$ cat src/rtl/irq_pkg.sv
package irq_pkg;

  typedef enum logic [3:0] {
    ST_IDLE,
    ST_PUSH_PCL,
    ST_PUSH_PCH,
    ST_PUSH_X,
    ST_PUSH_A,
    ST_PUSH_CC,
    ST_VECTOR,
    ST_POP_CC,
    ST_POP_A,
    ST_POP_X,
    ST_POP_PCH,
    ST_POP_PCL,
    ST_RESUME
  } seq_t;

  localparam logic [1:0] SENSE_FALL = 2'd0;
  localparam logic [1:0] SENSE_RISE = 2'd1;
  localparam logic [1:0] SENSE_BOTH = 2'd2;
  localparam logic [1:0] SENSE_LOW  = 2'd3;

  // Edge qualifier for one synchronized pin sample pair.
  function automatic logic edge_match(input logic [1:0] sense,
                                      input logic now_v,
                                      input logic before_v);
    case (sense)
      SENSE_FALL: return before_v & ~now_v;
      SENSE_RISE: return ~before_v & now_v;
      SENSE_BOTH: return before_v ^ now_v;
      default:    return 1'b0;
    endcase
  endfunction

endpackage

$ cat src/rtl/irq_pin_sense.sv
module irq_pin_sense
  import irq_pkg::*;
(
  input  logic       clk,
  input  logic       rst_n,
  input  logic       pin,
  input  logic [1:0] sense,
  input  logic       clr,
  output logic       req,
  output logic       hit
);
  logic sync_a, sync_b, sync_prev, held;

  // Two-flop synchronizer plus one history flop; idles high.
  always_ff @(posedge clk or negedge rst_n) begin
    if (!rst_n) begin
      sync_a    <= 1'b1;
      sync_b    <= 1'b1;
      sync_prev <= 1'b1;
    end else begin
      sync_a    <= pin;
      sync_b    <= sync_a;
      sync_prev <= sync_b;
    end
  end

  assign hit = edge_match(sense, sync_b, sync_prev);

  // A fresh edge wins over a clear in the same cycle.
  always_ff @(posedge clk or negedge rst_n) begin
    if (!rst_n)   held <= 1'b0;
    else if (hit) held <= 1'b1;
    else if (clr) held <= 1'b0;
  end

  assign req = (sense == SENSE_LOW) ? ~sync_b : held;

  p_edge_kept_r9: assert property (@(posedge clk) disable iff (!rst_n)
    hit |=> held);

  p_clear_drops_r9: assert property (@(posedge clk) disable iff (!rst_n)
    (clr && !hit) |=> !held);

endmodule

$ cat src/rtl/irq_pick.sv
module irq_pick #(
  parameter  int N  = 6,
  localparam int IW = (N > 1) ? $clog2(N) : 1
) (
  input  logic [N-1:0]  pend,
  output logic          any,
  output logic [IW-1:0] idx,
  output logic [N-1:0]  grant
);
  // Isolate the lowest set bit: lowest number = highest priority.
  function automatic logic [N-1:0] lowest_one(input logic [N-1:0] v);
    return v & (~v + 1'b1);
  endfunction

  assign any   = |pend;
  assign grant = lowest_one(pend);

  always_comb begin
    idx = '0;
    for (int i = N - 1; i >= 0; i--) begin
      if (pend[i]) idx = IW'(i);
    end
  end

endmodule

$ cat src/rtl/irq_entry_ctrl.sv
module irq_entry_ctrl
  import irq_pkg::*;
#(
  parameter int               N_EXT    = 2,
  parameter int               N_PER    = 4,
  parameter int               MASK_BIT = 3,
  parameter logic [N_PER-1:0] PER_HALT = 4'b0010,
  parameter logic [15:0]      VEC_TOP  = 16'hFFFC
) (
  input  logic               clk,
  input  logic               rst_n,
  input  logic [N_EXT-1:0]   ext_pin,
  input  logic [2*N_EXT-1:0] ext_mode,
  input  logic [N_PER-1:0]   per_req,
  input  logic               insn_end,
  input  logic               trap_exec,
  input  logic               iret,
  input  logic               mask_wr,
  input  logic               mask_wdata,
  input  logic [15:0]        pc_in,
  input  logic [7:0]         x_in,
  input  logic [7:0]         a_in,
  input  logic [7:0]         cc_in,
  output logic               push_valid,
  output logic [7:0]         push_data,
  output logic               pop_valid,
  input  logic [7:0]         pop_data,
  output logic [15:0]        vec_addr,
  input  logic [15:0]        vec_data,
  output logic               pc_load,
  output logic [15:0]        pc_value,
  output logic               restore_valid,
  output logic [15:0]        ret_pc,
  output logic [7:0]         ret_x,
  output logic [7:0]         ret_a,
  output logic [7:0]         ret_cc,
  output logic               mask,
  output logic               busy,
  output logic               wake_wait,
  output logic               wake_halt
);
  localparam int NSRC = N_EXT + N_PER;
  localparam int IW   = (NSRC > 1) ? $clog2(NSRC) : 1;
  localparam logic [NSRC-1:0] HALT_OK = {PER_HALT, {N_EXT{1'b1}}};

  // Vector slot of maskable source k; the trap owns VEC_TOP.
  function automatic logic [15:0] slot_addr(input int k);
    return VEC_TOP - 16'(2 * (NSRC - k));
  endfunction

  seq_t            st;
  logic            mask_q;
  logic [15:0]     pc_q;
  logic [7:0]      x_q, a_q, cc_q, cc_ins;
  logic [15:0]     vaddr_q;
  logic [NSRC-1:0] pend, win_1h, clr_vec;
  logic [N_EXT-1:0] ext_hit;
  logic            any_pend;
  logic [IW-1:0]   win_idx;
  logic            idle, start_pop, take_trap, take_irq;

  // ---------------- request gathering ----------------
  for (genvar g = 0; g < N_EXT; g++) begin : g_pin
    irq_pin_sense u_sense (
      .clk   (clk),
      .rst_n (rst_n),
      .pin   (ext_pin[g]),
      .sense (ext_mode[2*g +: 2]),
      .clr   (clr_vec[g]),
      .req   (pend[g]),
      .hit   (ext_hit[g])
    );
  end
  assign pend[NSRC-1:N_EXT] = per_req;

  irq_pick #(.N(NSRC)) u_pick (
    .pend  (pend),
    .any   (any_pend),
    .idx   (win_idx),
    .grant (win_1h)
  );

  // ---------------- decision ----------------
  assign idle      = (st == ST_IDLE);
  assign start_pop = idle && iret;
  assign take_trap = idle && !iret && insn_end && trap_exec;
  assign take_irq  = idle && !iret && insn_end && !trap_exec && !mask_q && any_pend;
  assign clr_vec   = take_irq ? win_1h : '0;

  always_comb begin
    cc_ins           = cc_in;
    cc_ins[MASK_BIT] = mask_q;
  end

  // ---------------- sequencer ----------------
  always_ff @(posedge clk or negedge rst_n) begin
    if (!rst_n) begin
      st      <= ST_IDLE;
      mask_q  <= 1'b1;
      pc_q    <= '0;
      x_q     <= '0;
      a_q     <= '0;
      cc_q    <= '0;
      vaddr_q <= '0;
    end else begin
      case (st)
        ST_IDLE: begin
          if (start_pop) begin
            st <= ST_POP_CC;
          end else if (take_trap || take_irq) begin
            pc_q    <= pc_in;
            x_q     <= x_in;
            a_q     <= a_in;
            cc_q    <= cc_ins;
            vaddr_q <= take_trap ? VEC_TOP : slot_addr(int'(win_idx));
            st      <= ST_PUSH_PCL;
          end else if (mask_wr) begin
            mask_q <= mask_wdata;
          end
        end
        ST_PUSH_PCL: st <= ST_PUSH_PCH;
        ST_PUSH_PCH: st <= ST_PUSH_X;
        ST_PUSH_X:   st <= ST_PUSH_A;
        ST_PUSH_A:   st <= ST_PUSH_CC;
        ST_PUSH_CC: begin
          mask_q <= 1'b1;
          st     <= ST_VECTOR;
        end
        ST_VECTOR: st <= ST_IDLE;
        ST_POP_CC: begin
          cc_q   <= pop_data;
          mask_q <= pop_data[MASK_BIT];
          st     <= ST_POP_A;
        end
        ST_POP_A: begin
          a_q <= pop_data;
          st  <= ST_POP_X;
        end
        ST_POP_X: begin
          x_q <= pop_data;
          st  <= ST_POP_PCH;
        end
        ST_POP_PCH: begin
          pc_q[15:8] <= pop_data;
          st         <= ST_POP_PCL;
        end
        ST_POP_PCL: begin
          pc_q[7:0] <= pop_data;
          st        <= ST_RESUME;
        end
        default: st <= ST_IDLE;
      endcase
    end
  end

  // ---------------- outputs ----------------
  always_comb begin
    push_valid = 1'b1;
    case (st)
      ST_PUSH_PCL: push_data = pc_q[7:0];
      ST_PUSH_PCH: push_data = pc_q[15:8];
      ST_PUSH_X:   push_data = x_q;
      ST_PUSH_A:   push_data = a_q;
      ST_PUSH_CC:  push_data = cc_q;
      default: begin
        push_valid = 1'b0;
        push_data  = 8'h00;
      end
    endcase
  end

  assign pop_valid     = (st == ST_POP_CC) || (st == ST_POP_A) || (st == ST_POP_X) ||
                         (st == ST_POP_PCH) || (st == ST_POP_PCL);
  assign vec_addr      = vaddr_q;
  assign pc_load       = (st == ST_VECTOR);
  assign pc_value      = vec_data;
  assign restore_valid = (st == ST_RESUME);
  assign ret_pc        = pc_q;
  assign ret_x         = x_q;
  assign ret_a         = a_q;
  assign ret_cc        = cc_q;
  assign mask          = mask_q;
  assign busy          = !idle;
  assign wake_wait     = |pend;
  assign wake_halt     = |(pend & HALT_OK);

  // ---------------- assertions ----------------
  p_masked_hold_r1: assert property (@(posedge clk) disable iff (!rst_n)
    (idle && mask_q && !trap_exec) |=> (st != ST_PUSH_PCL));

  p_boundary_only_r3: assert property (@(posedge clk) disable iff (!rst_n)
    (idle && !insn_end) |=> (st != ST_PUSH_PCL));

  p_mask_at_load_r5: assert property (@(posedge clk) disable iff (!rst_n)
    pc_load |-> mask);

  p_restore_mask_r6: assert property (@(posedge clk) disable iff (!rst_n)
    restore_valid |-> (mask == ret_cc[MASK_BIT]));

  p_trap_bypass_r8: assert property (@(posedge clk) disable iff (!rst_n)
    (idle && insn_end && trap_exec && !iret) |=> (push_valid && vec_addr == VEC_TOP));

  p_one_clear_r9: assert property (@(posedge clk) disable iff (!rst_n)
    $onehot0(clr_vec));

  p_halt_subset_r10: assert property (@(posedge clk) disable iff (!rst_n)
    wake_halt |-> wake_wait);

  p_busy_write_r11: assert property (@(posedge clk) disable iff (!rst_n)
    (busy && mask_wr && st != ST_PUSH_CC && st != ST_POP_CC) |=> $stable(mask));

endmodule

$ cat config.mk
export PLATFORM = sky130hd
export DESIGN_NAME = irq_entry_ctrl
export DESIGN_NICKNAME = d
export VERILOG_FILES = /design/src/rtl/irq_pkg.sv /design/src/rtl/irq_pin_sense.sv /design/src/rtl/irq_pick.sv /design/src/rtl/irq_entry_ctrl.sv
export SDC_FILE = /design/constraint.sdc
export NUM_CORES = 1
export LEC_CHECK = 0
export ABC_AREA = 0
export BUFFER_PORTS_ARGS = -buffer_cell sky130_fd_sc_hd__buf_2
export CAP_MARGIN = 40
export CORE_UTILIZATION = 50
export DETAILED_ROUTE_END_ITERATION = 6
export GPL_TIMING_DRIVEN = 0
export PLACE_DENSITY_LB_ADDON = 0.3
export SLEW_MARGIN = 20
export SYNTH_ARGS = -nofsm -noshare
export SYNTH_HDL_FRONTEND = slang
export SYNTH_SLANG_ARGS = --single-unit
$ cat constraint.sdc
create_clock -name clk -period 1.92 [get_ports clk]
set_input_delay 0.096 -clock clk [delete_from_list [all_inputs] [get_ports clk]]
set_output_delay 0.096 -clock clk [all_outputs]
set_load 0.005 [all_outputs]
## Yosys cells after proc, flatten, opt, wreduce, memory -nomap -nowiden

Index checks and enable logic that the tools add are counted.

- Output and inout port bits: 88
- Bits of input ports: 81
- Flip-flop bits (word level): 69

- Bitwise operators: 13
- Multiplexer cells: 38
- Add/sub/neg operators: 3
- Reductions and logical operators: 37
- Eq/ne operators: 23

Operators with widths:

| operator | number |
|---|---|
| $pmux 8 s2 | 5 |
| $mux 16 | 3 |
| $mux 8 | 6 |
| $pmux 4 s11 | 1 |
| $pmux 8 s5 | 1 |
| $eq 4x4->1 const B | 5 |
| $mux 3 | 6 |
| $reduce_and 3->1 | 6 |
| $eq 4x3->1 const B | 4 |
| $reduce_bool 2->1 | 7 |
| $mux 1 | 10 |
| $pmux 1 s3 | 3 |
| $eq 2x2->1 const B | 4 |
| $eq 4x2->1 const B | 2 |
| $mux 4 | 2 |
| $logic_and 1x1->1 | 7 |
| $ne 2x2->1 const B | 3 |
| $reduce_or 6->1 | 1 |
| $sub 3x5->6 const A | 1 |
| $logic_or 1x1->1 | 5 |
| $not 1->1 | 5 |
| $reduce_or 5->1 | 1 |
| $and 1x1->1 | 4 |
| $eq 2x1->1 const B | 2 |
| 15 further kinds | 20 |

## Longest topological paths before layout

- Depth in word-level cells: 10
- Gate-level depth with buffers: 7
- Gate-level depth less buffers: 5

## Hierarchy

From an unflattened synthesis, not the netlist that was laid out.

- Cell total of the unflattened synthesis: 417
- Area total of the unflattened synthesis: 3,479.6 sq um

Modules (own cells, without submodules):

| module | cells an instance | area an instance (sq um) | instances |
|---|---|---|---|
| irq_entry_ctrl | 370 | 2,999.1 | 1 |
| irq_pin_sense | 15 | 186.4 | 2 |
| irq_pick | 17 | 107.6 | 1 |

## Worst setup path after synthesis

Ideal clock, no wire load.

- Kind: register -> register
- From: register st[3]
- To: register g_pin[1].u_sense.held
- Cell stages (with the launch flop): 7
- Buffers on the path: 1
- Required time: 1,794 ps
- Arrival: 1,553 ps
- Clock period less this slack: 1,679 ps
- Path slack: 241 ps
- Path through: dfrtp_1 buf_6 nor4_4 inv_2 nor4_4 nand3_1 a221o_1

- Longest elaborated chain between the ends: 8

Ends and longest elaborated chain:

| item | RTL line | RTL |
|---|---|---|
| start, declared | irq_entry_ctrl.sv:51 | `seq_t st;` |
| start signal, assigned | irq_entry_ctrl.sv:98 | `st <= ST_IDLE;` |
| start signal, assigned | irq_entry_ctrl.sv:109 | `st <= ST_POP_CC;` |
| start signal, assigned | irq_entry_ctrl.sv:116 | `st <= ST_PUSH_PCL;` |
| $logic_not 4->1 | irq_entry_ctrl.sv:84 | `assign idle = (st == ST_IDLE);` |
| $logic_and 1x1->1 (5 in series) | irq_entry_ctrl.sv:87 | `assign take_irq = idle && !iret && insn_end && !trap_exec && !mask_q && any_pend;` |
| $mux 2 | irq_entry_ctrl.sv:88 | `assign clr_vec = take_irq ? win_1h : '0;` |
| $reduce_bool 2->1 (no line) | n/a |  |
| end signal, assigned | irq_pin_sense.sv:31 | `if (!rst_n) held <= 1'b0;` |
| end signal, assigned | irq_pin_sense.sv:32 | `else if (hit) held <= 1'b1;` |
| end signal, assigned | irq_pin_sense.sv:33 | `else if (clr) held <= 1'b0;` |
| end, declared | irq_pin_sense.sv:12 | `logic sync_a, sync_b, sync_prev, held;` |

Every way passes these cells.
A chain may end at the register's enable or synchronous reset.

## Final worst setup path

- From: register st[1]
- To: output port push_data[3]

- Longest elaborated chain between the ends: 2
- Elaborated cells between the ends (all ways): 6
- Those cells by class: 5 x eq/ne; 1 x mux

Ends and longest elaborated chain:

| item | RTL line | RTL |
|---|---|---|
| $eq 4x3->1 (tied with other cells) | irq_entry_ctrl.sv:159 | `case (st)` |
| $pmux 8 s5 (*) | irq_entry_ctrl.sv:159 |  |
| end, declared | irq_entry_ctrl.sv:25 | `output logic [7:0] push_data,` |

Every way passes the cells marked *; elsewhere a longest branch is shown, timed or not.

==> results.sh <==
export IMPL_clk_latency_ns=0.35
export IMPL_hold_path_cell_count=3
export IMPL_vdd_drop_max_uv=504
export IMPL_core_area_um2=8260
export IMPL_layout_common_cells="166 x buf_2, 56 x nor2_1, 48 x dfrtp_1, 42 x nand3_1"
export IMPL_setup_viol=0
export IMPL_maxSlewViolCount=0
export IMPL_netlist_instances=466
export IMPL_path_depth=6
export IMPL_hold_ws_ns=0.0114
export IMPL_netlist_area_leader_share_pct=29.2
export IMPL_status="finished, final reports clean"
export IMPL_clkTransAtPathRegs_ns=0.08
export IMPL_die_h_um=94.6
export IMPL_yosysWarningCount=0
export IMPL_drtAntennaViolNets=0
export IMPL_die_area_um2=8940
export IMPL_fin_nets=722
export IMPL_slowest_stage="dfrtp_2"
export IMPL_syn_area_um2=4280
export IMPL_tritoncts="yes"
export IMPL_ioPinCount=169
export IMPL_drc=0
export IMPL_utilization_pct=66.6
export IMPL_clock_fmax_mhz=525
export IMPL_async_flop_share_pct=100
export IMPL_power_leakage_nw=2.50
export IMPL_avgRoutedWirePerCell_um=18.6
export IMPL_powerDensity_nw_per_um2=1310
export IMPL_ys_seq_area_share_pct=33.5
export IMPL_slew_headroom_pct=49.7
export IMPL_finalClockSkew_ns=0.0127
export IMPL_num_vias=4516
export IMPL_synthTopCellsByArea="dfrtp_1 29%, o211ai_2 11%, a2bb2oi_1 8.0%"
export IMPL_die_w_um=94.6
export IMPL_final_design_area_no_fill_um2=5500
export IMPL_power_switching_mw=3.03
export IMPL_period_minus_slack_ns=1.90
export IMPL_max_cap_viol_count=0
export IMPL_port_buffers=150
export IMPL_grt_ovfl_total=0
export IMPL_path_cells="clkbuf_4, mux2i_1, nor2_1, a21oi_1, o22ai_1, buf_2"
export IMPL_multi_input_area_um2=2360
export IMPL_rsz0062_at_grt="true"
export IMPL_ys_seq_elements=57
export IMPL_drive_gt1_share_pct=46.7
export IMPL_critPathRequiredTime_ns=1.82
export IMPL_start_kind="flip-flop"
export IMPL_cts_sinks=57
export IMPL_fin_crit_sh_pct=99.1
export IMPL_wl_mm=13.9
export IMPL_layout_cells_non_filler=747
export IMPL_rows=33
export IMPL_grtUsageTotal_pct=31.8
export IMPL_regArea_um2=1440
export IMPL_synth_cell_types=50
export IMPL_viasPerCell=6.05
export IMPL_critPathKind="reg -> out"
export IMPL_num_antenna_cells=0
export IMPL_crit_path_end_kind="output pin"
export IMPL_synth_area_per_cell_um2=9.19
export IMPL_arrival_ns=1.81
export IMPL_tns_ns=0
export IMPL_synth_nets=551
export IMPL_dpl_hpwl_mm=10.2
export IMPL_critPathTopFamily="flip-flops"
export IMPL_p_total_mw=7.18
export IMPL_hold_viol=0
export IMPL_p_seq_share_pct=34.1
export IMPL_swShare_pct=42.3
export IMPL_grt_max_degree=58
export IMPL_reg2regPathDepth=7
export IMPL_pre_cts_ws_ns=-0.134
export IMPL_hold_class="in -> reg"
export IMPL_synth_edf_count=0
export IMPL_combinationalPowerShare_pct=51.0
export IMPL_tightestPinTransition_ns=0.754
export IMPL_gp_congestion=0.946
export IMPL_p_int_mw=4.14
export IMPL_mostFrequentLayoutCell="buf_2"
export IMPL_cts_made_buffers=9
export IMPL_path_buf_inv=2
export IMPL_clockPowerShare_pct=15.0
export IMPL_yosysTopAreaCell="dfrtp_1"
export IMPL_grt_pass1_wl_mm=21.6
export IMPL_setup_slack_ns=0.0170
export IMPL_ys_flop_type="dfrtp_1"
export IMPL_placedInstanceArea_um2=5170
export IMPL_cp_slowest_stage_delay_ns=0.44
export IMPL_dr_pass1_iters=7
export IMPL_cts_root_buf="clkbuf_8"
export IMPL_fillers=714
export IMPL_antenna_found_initial=0
export IMPL_initial_utilization_pct=51.9
export IMPL_drt_iter0_drc=395
export IMPL_htree_levels=3
export IMPL_areaGrowthSynthToFinish_pct=28.3
export IMPL_grt_pass1_vias=4282
export IMPL_place_inst=721
export IMPL_critical_path_max_fanout=10
export IMPL_clockBufferDepth=2
[routing by layer]
layer  track usage (%)  vias to the layer above  part of all wire [%]
met5                 0                        -                     0
met4              13.4                        0                   2.8
met3              5.64                       42                    10
met2              50.1                      278                    46
met1              43.2                     2118                    41
li1                  -                     2078                     -
[synthesized netlist by cell type, types with 2 or more instances]
master,number
nor2_1,56
dfrtp_1,50
nand3_1,44
a2bb2oi_1,39
a31oi_1,39
o211ai_2,39
buf_4,28
buf_2,20
mux2i_1,18
clkbuf_1,14
nand2_1,14
a21oi_1,12
o22ai_1,9
inv_1,8
dfstp_2,7
buf_12,5
ha_1,4
nand2b_1,4
nor2b_1,4
o21ai_1,4
buf_1,3
inv_2,3
nor3_1,3
o21ai_0,3
a211oi_1,2
a221o_1,2
a31o_1,2
and2_1,2
nand3b_1,2
nand4_1,2
nor4_4,2
o211ai_1,2
o221ai_1,2
or2_2,2
[final cells by class]
cell class	instances	share of cell area [%]
multi-input cells	327	42.9
clock inverters	3	0.273
clock buffers	13	3.07
well taps	105	2.39
inverters	11	0.751
repair buffers	160	15.2
plain buffers	71	9.26
flip-flops and latches	57	26.1
[repair_timing]
item / 4_1_cts / 5_1_grt
pin swaps: 2 / 5
resized for setup: 7 / 19
hold endpoints to repair: 52 / 0
hold buffers: 3 / 0
buffers inserted: 1 / 6
endpoints found under the setup margin: 33 / 45
[state kept, by name, indices dropped and copies added, names as in the netlist]
name,flops
vec_addr,4
ret_cc,8
g_pin.u_sense.sync_a,2
mask,1
g_pin.u_sense.sync_b,2
g_pin.u_sense.sync_prev,2
ret_pc,16
g_pin.u_sense.held,2
ret_a,8
st,4
ret_x,8
[worst reg2reg max path, stage by stage (launching register included)]
cell      delay, ns
dfrtp_2        0.46
nor4_4         0.30
buf_4          0.19
and4_4         0.24
buf_12         0.14
buf_12         0.15
o211ai_2       0.10
a31oi_1        0.19
[power groups by stage]
stage	clock [mW]	sequential [mW]	combinational, mW
6_report	1.07	2.45	3.66
5_1_grt	1.13	2.50	3.99
4_1_cts	1.07	2.39	3.50
3_5_place_dp	0	2.41	3.44
3_3_place_gp	0	2.38	3.35
2_1_floorplan	0	2.28	2.06
[cells by family (layout without fill, tap and decap cells)]
group / count (synthesis) / after routing / synth area share (%)
AO/OA/AOI/OAI: 165 / 165 / 32.7
adder cells (fa/ha/maj): 4 / 4 / 1.17
flip-flops: 57 / 57 / 33.5
multiplexers: 19 / 19 / 4.56
buffers and inverters: 82 / 258 / 12.3
other: 1 / 1 / 0.0875
AND/OR/NAND/NOR: 138 / 138 / 15.7
[final timing paths]
| check | start | to | slack (ns) |
|---|---|---|---|
| worst min-delay path | a_in[7] | ret_a[7] | 0.01 |
| max in group asynchronous | rst_n | st[2] | 1.03 |
| worst min register to register | g_pin[1].u_sense.sync_a | g_pin[1].u_sense.sync_b | 0.36 |
| worst max register to register | st[2] | ret_pc[5] | 0.07 |
| min in group asynchronous | rst_n | ret_cc[7] | 0.37 |
| worst max-delay path | st[1] | push_data[3] | 0.02 |
No activity file was read; power rests on OpenSTA's default activity.
